`src/rtl/wdt_pkg.sv`:
```
package wdt_pkg;
  // strobes from the control module to the datapath
  typedef struct packed {
    logic loadLo;
    logic loadHi;
    logic dec;
  } wdtStrobe_t;
endpackage

```
`src/rtl/wdt_ctrl.sv`:
```
module wdt_ctrl
  import wdt_pkg::*;
#(
  parameter int VAL_W   = 16,
  parameter int MIN_DIV = 60
) (
  input  logic       clk,
  input  logic       rstN,
  input  logic       secTick,
  input  logic       cfgWr,
  input  logic       ctrlWr,
  input  logic       valLoWr,
  input  logic       valHiWr,
  input  logic [7:0] wrData,
  input  logic       cntZero,
  input  logic       cntOne,
  output wdtStrobe_t stb,
  output logic [7:0] cfgQ,
  output logic       expFlag
);
  localparam int  PRE_W  = $clog2(MIN_DIV);
  localparam logic HAS_HI = (VAL_W > 8);

  logic [PRE_W-1:0] preCnt;
  logic reload, unitTick, preWrap;

  assign preWrap  = (preCnt == PRE_W'(MIN_DIV - 1));
  assign reload   = valLoWr | (valHiWr & HAS_HI);
  assign unitTick = secTick & (cfgQ[7] | preWrap);

  always_comb begin
    stb.loadLo = valLoWr;
    stb.loadHi = valHiWr & HAS_HI;
    stb.dec    = unitTick & ~reload & ~cntZero;
  end

  always_ff @(posedge clk or negedge rstN) begin
    if (!rstN) begin
      cfgQ    <= '0;
      preCnt  <= '0;
      expFlag <= 1'b0;
    end else begin
      if (cfgWr) cfgQ <= wrData;

      if (reload)                  preCnt <= '0;
      else if (secTick && !cfgQ[7]) preCnt <= preWrap ? '0 : preCnt + 1'b1;

      if (reload)                      expFlag <= 1'b0;
      else if (stb.dec && cntOne)      expFlag <= 1'b1;
      else if (ctrlWr && wrData == '0) expFlag <= 1'b0;
    end
  end
endmodule

```
`src/rtl/wdt_datapath.sv`:
```
module wdt_datapath
  import wdt_pkg::*;
#(
  parameter int VAL_W = 16
) (
  input  logic             clk,
  input  logic             rstN,
  input  wdtStrobe_t       stb,
  input  logic [7:0]       wrData,
  output logic [VAL_W-1:0] valueQ,
  output logic [VAL_W-1:0] countQ,
  output logic             cntZero,
  output logic             cntOne
);
  logic [VAL_W-1:0] valueNext;

  generate
    if (VAL_W > 8) begin : gWide
      localparam int HI_W = VAL_W - 8;
      assign valueNext = {stb.loadHi ? wrData[HI_W-1:0] : valueQ[VAL_W-1:8],
                          stb.loadLo ? wrData : valueQ[7:0]};
    end else begin : gNarrow
      logic hiUnused;
      assign hiUnused  = stb.loadHi;
      assign valueNext = stb.loadLo ? wrData[VAL_W-1:0] : valueQ;
    end
  endgenerate

  assign cntZero = (countQ == '0);
  assign cntOne  = (countQ == VAL_W'(1));

  always_ff @(posedge clk or negedge rstN) begin
    if (!rstN) begin
      valueQ <= '0;
      countQ <= '0;
    end else if (stb.loadLo || stb.loadHi) begin
      valueQ <= valueNext;
      countQ <= valueNext;
    end else if (stb.dec) begin
      countQ <= countQ - VAL_W'(1);
    end
  end
endmodule

```
`src/rtl/tick_watchdog.sv`:
```
module tick_watchdog
  import wdt_pkg::*;
#(
  parameter int VAL_W   = 16,
  parameter int MIN_DIV = 60
) (
  input  logic             clk,
  input  logic             rstN,
  input  logic             secTick,
  input  logic             cfgWr,
  input  logic             ctrlWr,
  input  logic             valLoWr,
  input  logic             valHiWr,
  input  logic [7:0]       wrData,
  output logic [7:0]       cfgRd,
  output logic [7:0]       ctrlRd,
  output logic [VAL_W-1:0] valueRd,
  output logic [VAL_W-1:0] countRd,
  output logic             kbRstOut,
  output logic             pwrGoodOut,
  output logic             toEvtOut,
  output logic [3:0]       irqSel
);
  wdtStrobe_t stb;
  logic cntZero, cntOne, expFlag;

  wdt_ctrl #(.VAL_W(VAL_W), .MIN_DIV(MIN_DIV)) uCtrl (
    .clk(clk), .rstN(rstN), .secTick(secTick), .cfgWr(cfgWr),
    .ctrlWr(ctrlWr), .valLoWr(valLoWr), .valHiWr(valHiWr),
    .wrData(wrData), .cntZero(cntZero), .cntOne(cntOne),
    .stb(stb), .cfgQ(cfgRd), .expFlag(expFlag)
  );

  wdt_datapath #(.VAL_W(VAL_W)) uData (
    .clk(clk), .rstN(rstN), .stb(stb), .wrData(wrData),
    .valueQ(valueRd), .countQ(countRd), .cntZero(cntZero), .cntOne(cntOne)
  );

  assign ctrlRd     = {7'b0, expFlag};
  assign kbRstOut   = expFlag & cfgRd[6];
  assign pwrGoodOut = ~(expFlag & cfgRd[4]);
  assign toEvtOut   = expFlag & cfgRd[5];
  assign irqSel     = cfgRd[3:0];
endmodule

```
`config.mk`:
```
export PLATFORM = sky130hd
export DESIGN_NAME = tick_watchdog
export DESIGN_NICKNAME = d
export VERILOG_FILES = /design/src/rtl/wdt_pkg.sv /design/src/rtl/wdt_ctrl.sv /design/src/rtl/wdt_datapath.sv /design/src/rtl/tick_watchdog.sv
export SDC_FILE = /design/constraint.sdc
export NUM_CORES = 1
export LEC_CHECK = 0
export ABC_AREA = 1
export BUFFER_PORTS_ARGS = -buffer_cell sky130_fd_sc_hd__buf_2
export CAP_MARGIN = 30
export CORE_MARGIN = 2
export CORE_UTILIZATION = 53
export DETAILED_ROUTE_END_ITERATION = 6
export PLACE_DENSITY_LB_ADDON = 0.12
export SLEW_MARGIN = 5
export SYNTH_ARGS = -nofsm -noshare
export SYNTH_HDL_FRONTEND = slang
export SYNTH_SLANG_ARGS = --single-unit
```
`constraint.sdc`:
```
create_clock -name clk -period 2.2 [get_ports clk]
set_clock_uncertainty 0.2 [all_clocks]
set_input_delay 0.11 -clock clk [delete_from_list [all_inputs] [get_ports clk]]
set_output_delay 0.11 -clock clk [all_outputs]
set_load 0.02 [all_outputs]
```
==> flow_summary.toml, run 1 <==
[status]
outcome = "completed"

[critical_path]
endpoint = "uCtrl.cfgQ[7]$_DFFE_PN0P_"
arrival_ps = 2140
r2r_end = "uData.countQ[14]$_DFFE_PN0P_"
r2r_start = "uData.countQ[0]$_DFFE_PN0P_"
startpoint_type = "input pin"
crit_chain = "dlygate4sd3_1 -> clkbuf_4 -> nand2_1 -> dlygate4sd3_1 -> o21ai_0 -> dlygate4sd3_1"
slowest_stage = "dlygate4sd3_1"
crit_cells = 6
rrSetupSlack_ps = 290
cp-end-kind = "flop"
cpPeakStageDelay_ps = 580
worstRegToRegCells = 11
crit_family = "buffers and inverters"
crit_buf_inv = 4
cp_max_fo = 12
crit_top_cell = "dlygate4sd3_1"
setup.worst_path.start = "cfgWr"
crit_type = "in -> reg"
worstPathRequired_ps = 2190

[route]
wl_per_cell_microns = 13.60
routed_wl_microns = 6609
via_per_inst = 5.146
num_vias = 2501
drt_iter0_drc = 129
drtPass1Iterations = 4
postRouteAntennaNets = 0
post-route-drc-count = 0

[logic_synthesis]
syn_avg_cell_area_sq_um = 7.801
yosysUniqueCellTypes = 33
syn-instance-count = 345
ys_seq_area_share_pct = 43.70
syn_area_sq_um = 2691
synth_area_leader_cell = "dfrtp_1"
synth_top_area_share_pct = 43.70
yosys_warnings = 0
synth.area.top_cells = "dfrtp_1, nand2_1, nand3_1"
ys_ff_latch = 47

[cts]
clock_path_buffers = 2
clk_latency_ps = 300
cts_made_buffers = 5
htreeDepth = 2
cts-root-buf = "clkbuf_8"
cts_tree = "built"
cts.clk_slew.worst_paths_ps = 90
post_cts_buffers = 0
cts_sinks = 47

[layout]
area_delta_synth_final_pct = 20.18
diodes = 0
seq_area_sq_um = 1176
multi_input_area_sq_um = 1241
drive_above_1_share_pct = 22.91
fillers = 425
post-route-util_pct = 67.14
nNetsFinal = 437

[sta]
finalHoldViolations = 0
setup_tns_ps = 0
slew-limit-headroom_pct = 61.82
rsz0062_at_grt = "no"
finalWorstSetupSlack_ps = 52.18
fin_crit_sh_pct = 97.63
tightestPinTransition_ps = 572.7
max_freq_mhz = 465.6
maxSlewViolCount = 0
fin_crit_ps = 2148
setup_viol = 0

[global_route]
gr-total-overflow = 0
first_global_vias = 2283
antenna_found_initial = 0
grt_max_degree = 25
grt_use_total_pct = 25.36
grt_pass1_wl_microns = 10730

[floorplan]
dieHeight_microns = 75.26
floorplan.core_area_sq_um = 4817
ios = 70
initial_core_util_pct = 55.87
die_x_microns = 75.26
rows = 25
die-area_sq_um = 5664

[hold_path]
hp-start = "ctrlWr"
hold_class = "in -> reg"

[power_and_ir_drop]
p_total_mw = 2.152
peakVddDrop_v = 0.0003719
power_density_nw_per_um2 = 665.4
p_leak_nw = 1.674

[place]
portBuffers = 62
place_congestion = 0.9267
pre_cts_ws_ps = 299.0
dp_hpwl_microns = 4797

[run]
max-cap-violations = 0
==> cell type report <==
cell class                 count  share of cell area [%]
clock buffer                   6                   2.244
clock inverter                 2                  0.5029
inverter                      35                   4.139
multi-input combinational    248                   38.38
sequential                    47                   36.36
tap                           67                   2.592
timing repair buffer          81                   15.78
==> worst min-delay path by stage <==
stage,to,slack [ps],depth (start not counted)
final,uCtrl.expFlag$_DFFE_PN0P_,30,4
after global routing,uCtrl.expFlag$_DFFE_PN0P_,40,4
after detailed placement,uCtrl.cfgQ[3]$_DFFE_PN0P_,-60,1
after CTS,uCtrl.expFlag$_DFFE_PN0P_,30,4
after global placement,uCtrl.cfgQ[3]$_DFFE_PN0P_,-60,1
after floorplan,uCtrl.cfgQ[0]$_DFFE_PN0P_,-390,0
==> tightest hold or removal path: stages <==
cell      delay (ps)
buf_2            100
nand3_1           70
o211ai_1         120
o21ai_1          100
==> power by group <==
group	internal (mW)	leakage [nW]	total (mW)	switching (mW)
sequential	0.944	0.574	1.02	0.0810
combinational	0.199	1.06	0.589	0.390
clock	0.229	0.0418	0.538	0.310
==> cells in the final DEF (no fill, tap or decap) <==
| master | instances |
|---|---|
| nand2_1 | 98 |
| buf_2 | 61 |
| dfrtp_1 | 47 |
| nor2_1 | 38 |
| nand3_1 | 34 |
| inv_1 | 33 |
| dlygate4sd3_1 | 17 |
| o21ai_0 | 15 |
| a21oi_1 | 12 |
| conb_1 | 7 |
| o21ai_2 | 6 |
| nand2_2 | 5 |
| clkbuf_8 | 5 |
| nand3b_1 | 4 |
| mux2_2 | 4 |
| ha_1 | 4 |
| a31oi_1 | 3 |
| nor2_4 | 2 |
| nor2_2 | 2 |
| nor2_8 | 2 |
| xor2_1 | 2 |
| nand4_1 | 2 |
| o21ai_1 | 2 |
| inv_4 | 1 |
| nand3_4 | 1 |
| inv_2 | 1 |
| nand2_4 | 1 |
| nor3_1 | 1 |
| o22ai_1 | 1 |
| o211ai_1 | 1 |
| a41oi_1 | 1 |
| clkbuf_1 | 1 |
| clkinvlp_4 | 1 |
| inv_6 | 1 |
| clkbuf_4 | 1 |
| buf_4 | 1 |
| buf_12 | 1 |
==> per-stage QoR <==
| stage | hold WS [ps] | area (sq um) | std cells |
|---|---|---|---|
| 4_1_cts | 29.18 | 3232 | 486 |
| 5_1_grt | 37.82 | 3234 | 486 |
| 3_5_place_dp | -57.43 | 2973 | 461 |
| 3_3_place_gp | -58.58 | 2973 | 461 |
| 6_report | 29.50 | 3234 | 486 |
| 2_1_floorplan | -385.6 | 2714 | 351 |
==> cells in the mapped netlist <==
cell type and count:
nor3_1 1, nand2_1 98, nand4_1 2, mux2_2 4, nand3b_1 4, buf_2 3, nor2_2 2, conb_1 1
dfrtp_1 47, buf_6 2, a41oi_1 1, nor2_4 2, buf_12 1, buf_1 2, nand3_1 34, nor2_1 38
inv_4 1, a21oi_1 12, o21ai_0 15, ha_1 4, o21ai_2 6, o211ai_1 1, nand2_4 1, nor2_8 2
nand3_4 1, a31oi_1 3, o21ai_1 2, xor2_1 2, inv_2 1, inv_1 33, o22ai_1 1, nand2_2 5
buf_4 13
==> kinds of logic (layout without fill, tap and decap cells) <==
| logic type | count (synthesis) | in the layout | synth area share, % |
|---|---|---|---|
| fa+ha+maj | 4 | 4 | 1.860 |
| buf+inv | 56 | 124 | 11.02 |
| other cells | 1 | 7 | 0.1393 |
| xor+xnor | 2 | 2 | 0.6510 |
| flops | 47 | 47 | 43.70 |
| mux | 4 | 4 | 1.674 |
| compound gates | 41 | 41 | 8.880 |
| simple gates | 190 | 190 | 32.08 |
==> registers in the layout, summed over array words and instances (netlist names) <==
register       cells
uCtrl.expFlag      1
uData.valueQ      16
uData.countQ      16
uCtrl.cfgQ         8
uCtrl.preCnt       6
==> what timing repair did <==
item                                   4_1_cts  5_1_grt
endpoints found under the hold margin       45        0
resized for setup                            0        1
setup endpoints to repair                    0        1
hold buffers                                17        0
==> per-layer routing <==
layer / part of all wire [%] / wire length [microns] / up-vias / global-route usage, %
met5: 0 / 0 / - / 0
met4: 1.8 / 121 / 0 / 9.942
met3: 6.2 / 407 / 12 / 3.213
met2: 48 / 3190 / 101 / 41.91
met1: 44 / 2890 / 1153 / 34.10
li1: - / - / 1235 / -
No activity file was read; power rests on OpenSTA's default activity.
==> inputs of run 2 (changes only) <==
- SETUP_SLACK_MARGIN: not set -> 0.1
==> run 2 against run 1 <==
Sequential share of layout area fell by 0.070 points; cell count did not move; global-route usage did not move; non-clock buffer count did not move; count of clock-buffer cells in the layout did not move; final area rose by 0.19%; clock power barely moved; sequential power barely moved; hold slack got worse by 2.8 ps; total power barely moved; setup slack improved by 50 ps; core utilization rose by 0.13 points; highest routed layer unchanged.
==> flow_summary.toml, run 2 (synthesized netlist as in run 1, its figures left out) <==
[sta]
setup_viol = 0
holdWs_ps = 26.69
finalWorstSetupSlack_ps = 101.9
fin_crit_sh_pct = 95.37
finalHoldViolations = 0
tightestPinTransition_ps = 573.8
slew-limit-headroom_pct = 61.75
rsz0062_at_grt = "yes"
maxSlewViolCount = 0
setup_tns_ps = 0
fin_crit_ps = 2098
max_freq_mhz = 476.6

[route]
drtPass1Iterations = 4
routed_wl_microns = 6625
wl_per_cell_microns = 13.63
drt_iter0_drc = 139
num_vias = 2485
post-route-drc-count = 0
postRouteAntennaNets = 0
via_per_inst = 5.113

[place]
dp_hpwl_microns = 4797
pre_cts_ws_ps = 299.0
place_area_sq_um = 2973
portBuffers = 62
dp_cells = 461
place_congestion = 0.9267

[power_and_ir_drop]
p_comb_share_pct = 27.4
power.switching_mw = 0.7819
peakVddDrop_v = 0.0003704
power_density_nw_per_um2 = 664.8
p_leak_nw = 1.675
seqPwrFrac_pct = 47.6
p_int_mw = 1.372
p_total_mw = 2.154
power.share.clock_pct = 25.0
switching_share_pct = 36.30

[floorplan]
floorplan.core_area_sq_um = 4817
rows = 25
ios = 70
die_x_microns = 75.26
die-area_sq_um = 5664
initial_core_util_pct = 55.87
dieHeight_microns = 75.26

[cts]
cts_sinks = 47
clk_latency_ps = 300
cts-root-buf = "clkbuf_8"
cts_made_buffers = 5
cts.clk_slew.worst_paths_ps = 90
clock_path_buffers = 2
cts_tree = "built"
htreeDepth = 2

[layout]
stdcell_area_sq_um = 3241
post-route-util_pct = 67.27
nNetsFinal = 437
final_common_cell = "nand2_1"
top_regs = "uData.countQ: 16 flops, uData.valueQ: 16 flops, uCtrl.cfgQ: 8 flops"
stdcell_count = 486
area_delta_synth_final_pct = 20.41
diodes = 0
drive_above_1_share_pct = 23.15
layout_common_cells = "nand2_1, buf_2, dfrtp_1, nor2_1, nand3_1"

[global_route]
first_global_vias = 2283
antenna_found_initial = 0
grt_max_degree = 25
gr-total-overflow = 0
grt_use_total_pct = 25.36
grt_pass1_wl_microns = 10730

[critical_path]
cp-end-kind = "flop"
startpoint_type = "input pin"
worstPathRequired_ps = 2190
arrival_ps = 2090
crit_type = "in -> reg"
cp_max_fo = 12

[status]
outcome = "completed"

[hold_path]
hold_class = "in -> reg"

[run]
max-cap-violations = 0
run 2: changes by cell type in the layout (fill, tap and decap cells not counted):
cell      before  now
nor2_1        38   37
clkbuf_4       1    0
buf_6          0    1
nor2_2         2    3
run 2: worst paths after layout:
| path | from | to | slack (ps) | cells after the start |
|---|---|---|---|---|
| worst max register to register | uData.countQ[0]$_DFFE_PN0P_ | uData.countQ[14]$_DFFE_PN0P_ | 330 | 11 |
| worst min-delay path | ctrlWr | uCtrl.expFlag$_DFFE_PN0P_ | 30 | 4 |
| worst max-delay path | cfgWr | uCtrl.cfgQ[7]$_DFFE_PN0P_ | 100 | 6 |
| min in group asynchronous | rstN | uCtrl.preCnt[4]$_DFFE_PN0P_ | 130 | 2 |
| max in group asynchronous | rstN | uData.valueQ[10]$_DFFE_PN0P_ | 1150 | 3 |
| worst min register to register | uData.valueQ[10]$_DFFE_PN0P_ | uData.valueQ[10]$_DFFE_PN0P_ | 310 | 2 |
run 2: final cells by class:
type / count / area [sq um]
Timing Repair Buffer: 81 / 514.2
Fill cell: 425 / 1577
Multi-Input combinational cell: 248 / 1244
Inverter: 35 / 133.9
Tap cell: 67 / 83.83
Sequential cell: 47 / 1176
Clock buffer: 6 / 72.57
Clock inverter: 2 / 16.27
run 2: metal layers:
metal / share of wire (%) / track usage [%]
met4: 1.8 / 9.942
met5: 0 / 0
met1: 44 / 34.10
met3: 5.7 / 3.213
met2: 48 / 41.91
run 2: power groups by stage:
stage | Combinational [mW] | Clock, mW | Sequential (mW)
CTS | 0.591 | 0.545 | 1.02
global placement | 0.559 | 0 | 1.04
global route | 0.657 | 0.581 | 1.04
finish | 0.591 | 0.539 | 1.02
detailed placement | 0.565 | 0 | 1.04
floorplan | 0.300 | 0 | 1.13
run 2: critical path, stage by stage:
cell and delay (ps):
dlygate4sd3_1 570, buf_6 160, nand2_1 60, dlygate4sd3_1 530, o21ai_0 80, dlygate4sd3_1 580
run 2: timing repair:
| item | 4_1_cts | 5_1_grt |
|---|---|---|
| buffers inserted | 0 | 0 |
| setup endpoints to repair | 0 | 2 |
| hold buffers | 17 | 0 |
| hold endpoints to repair | 45 | 0 |
| resized for setup | 0 | 4 |
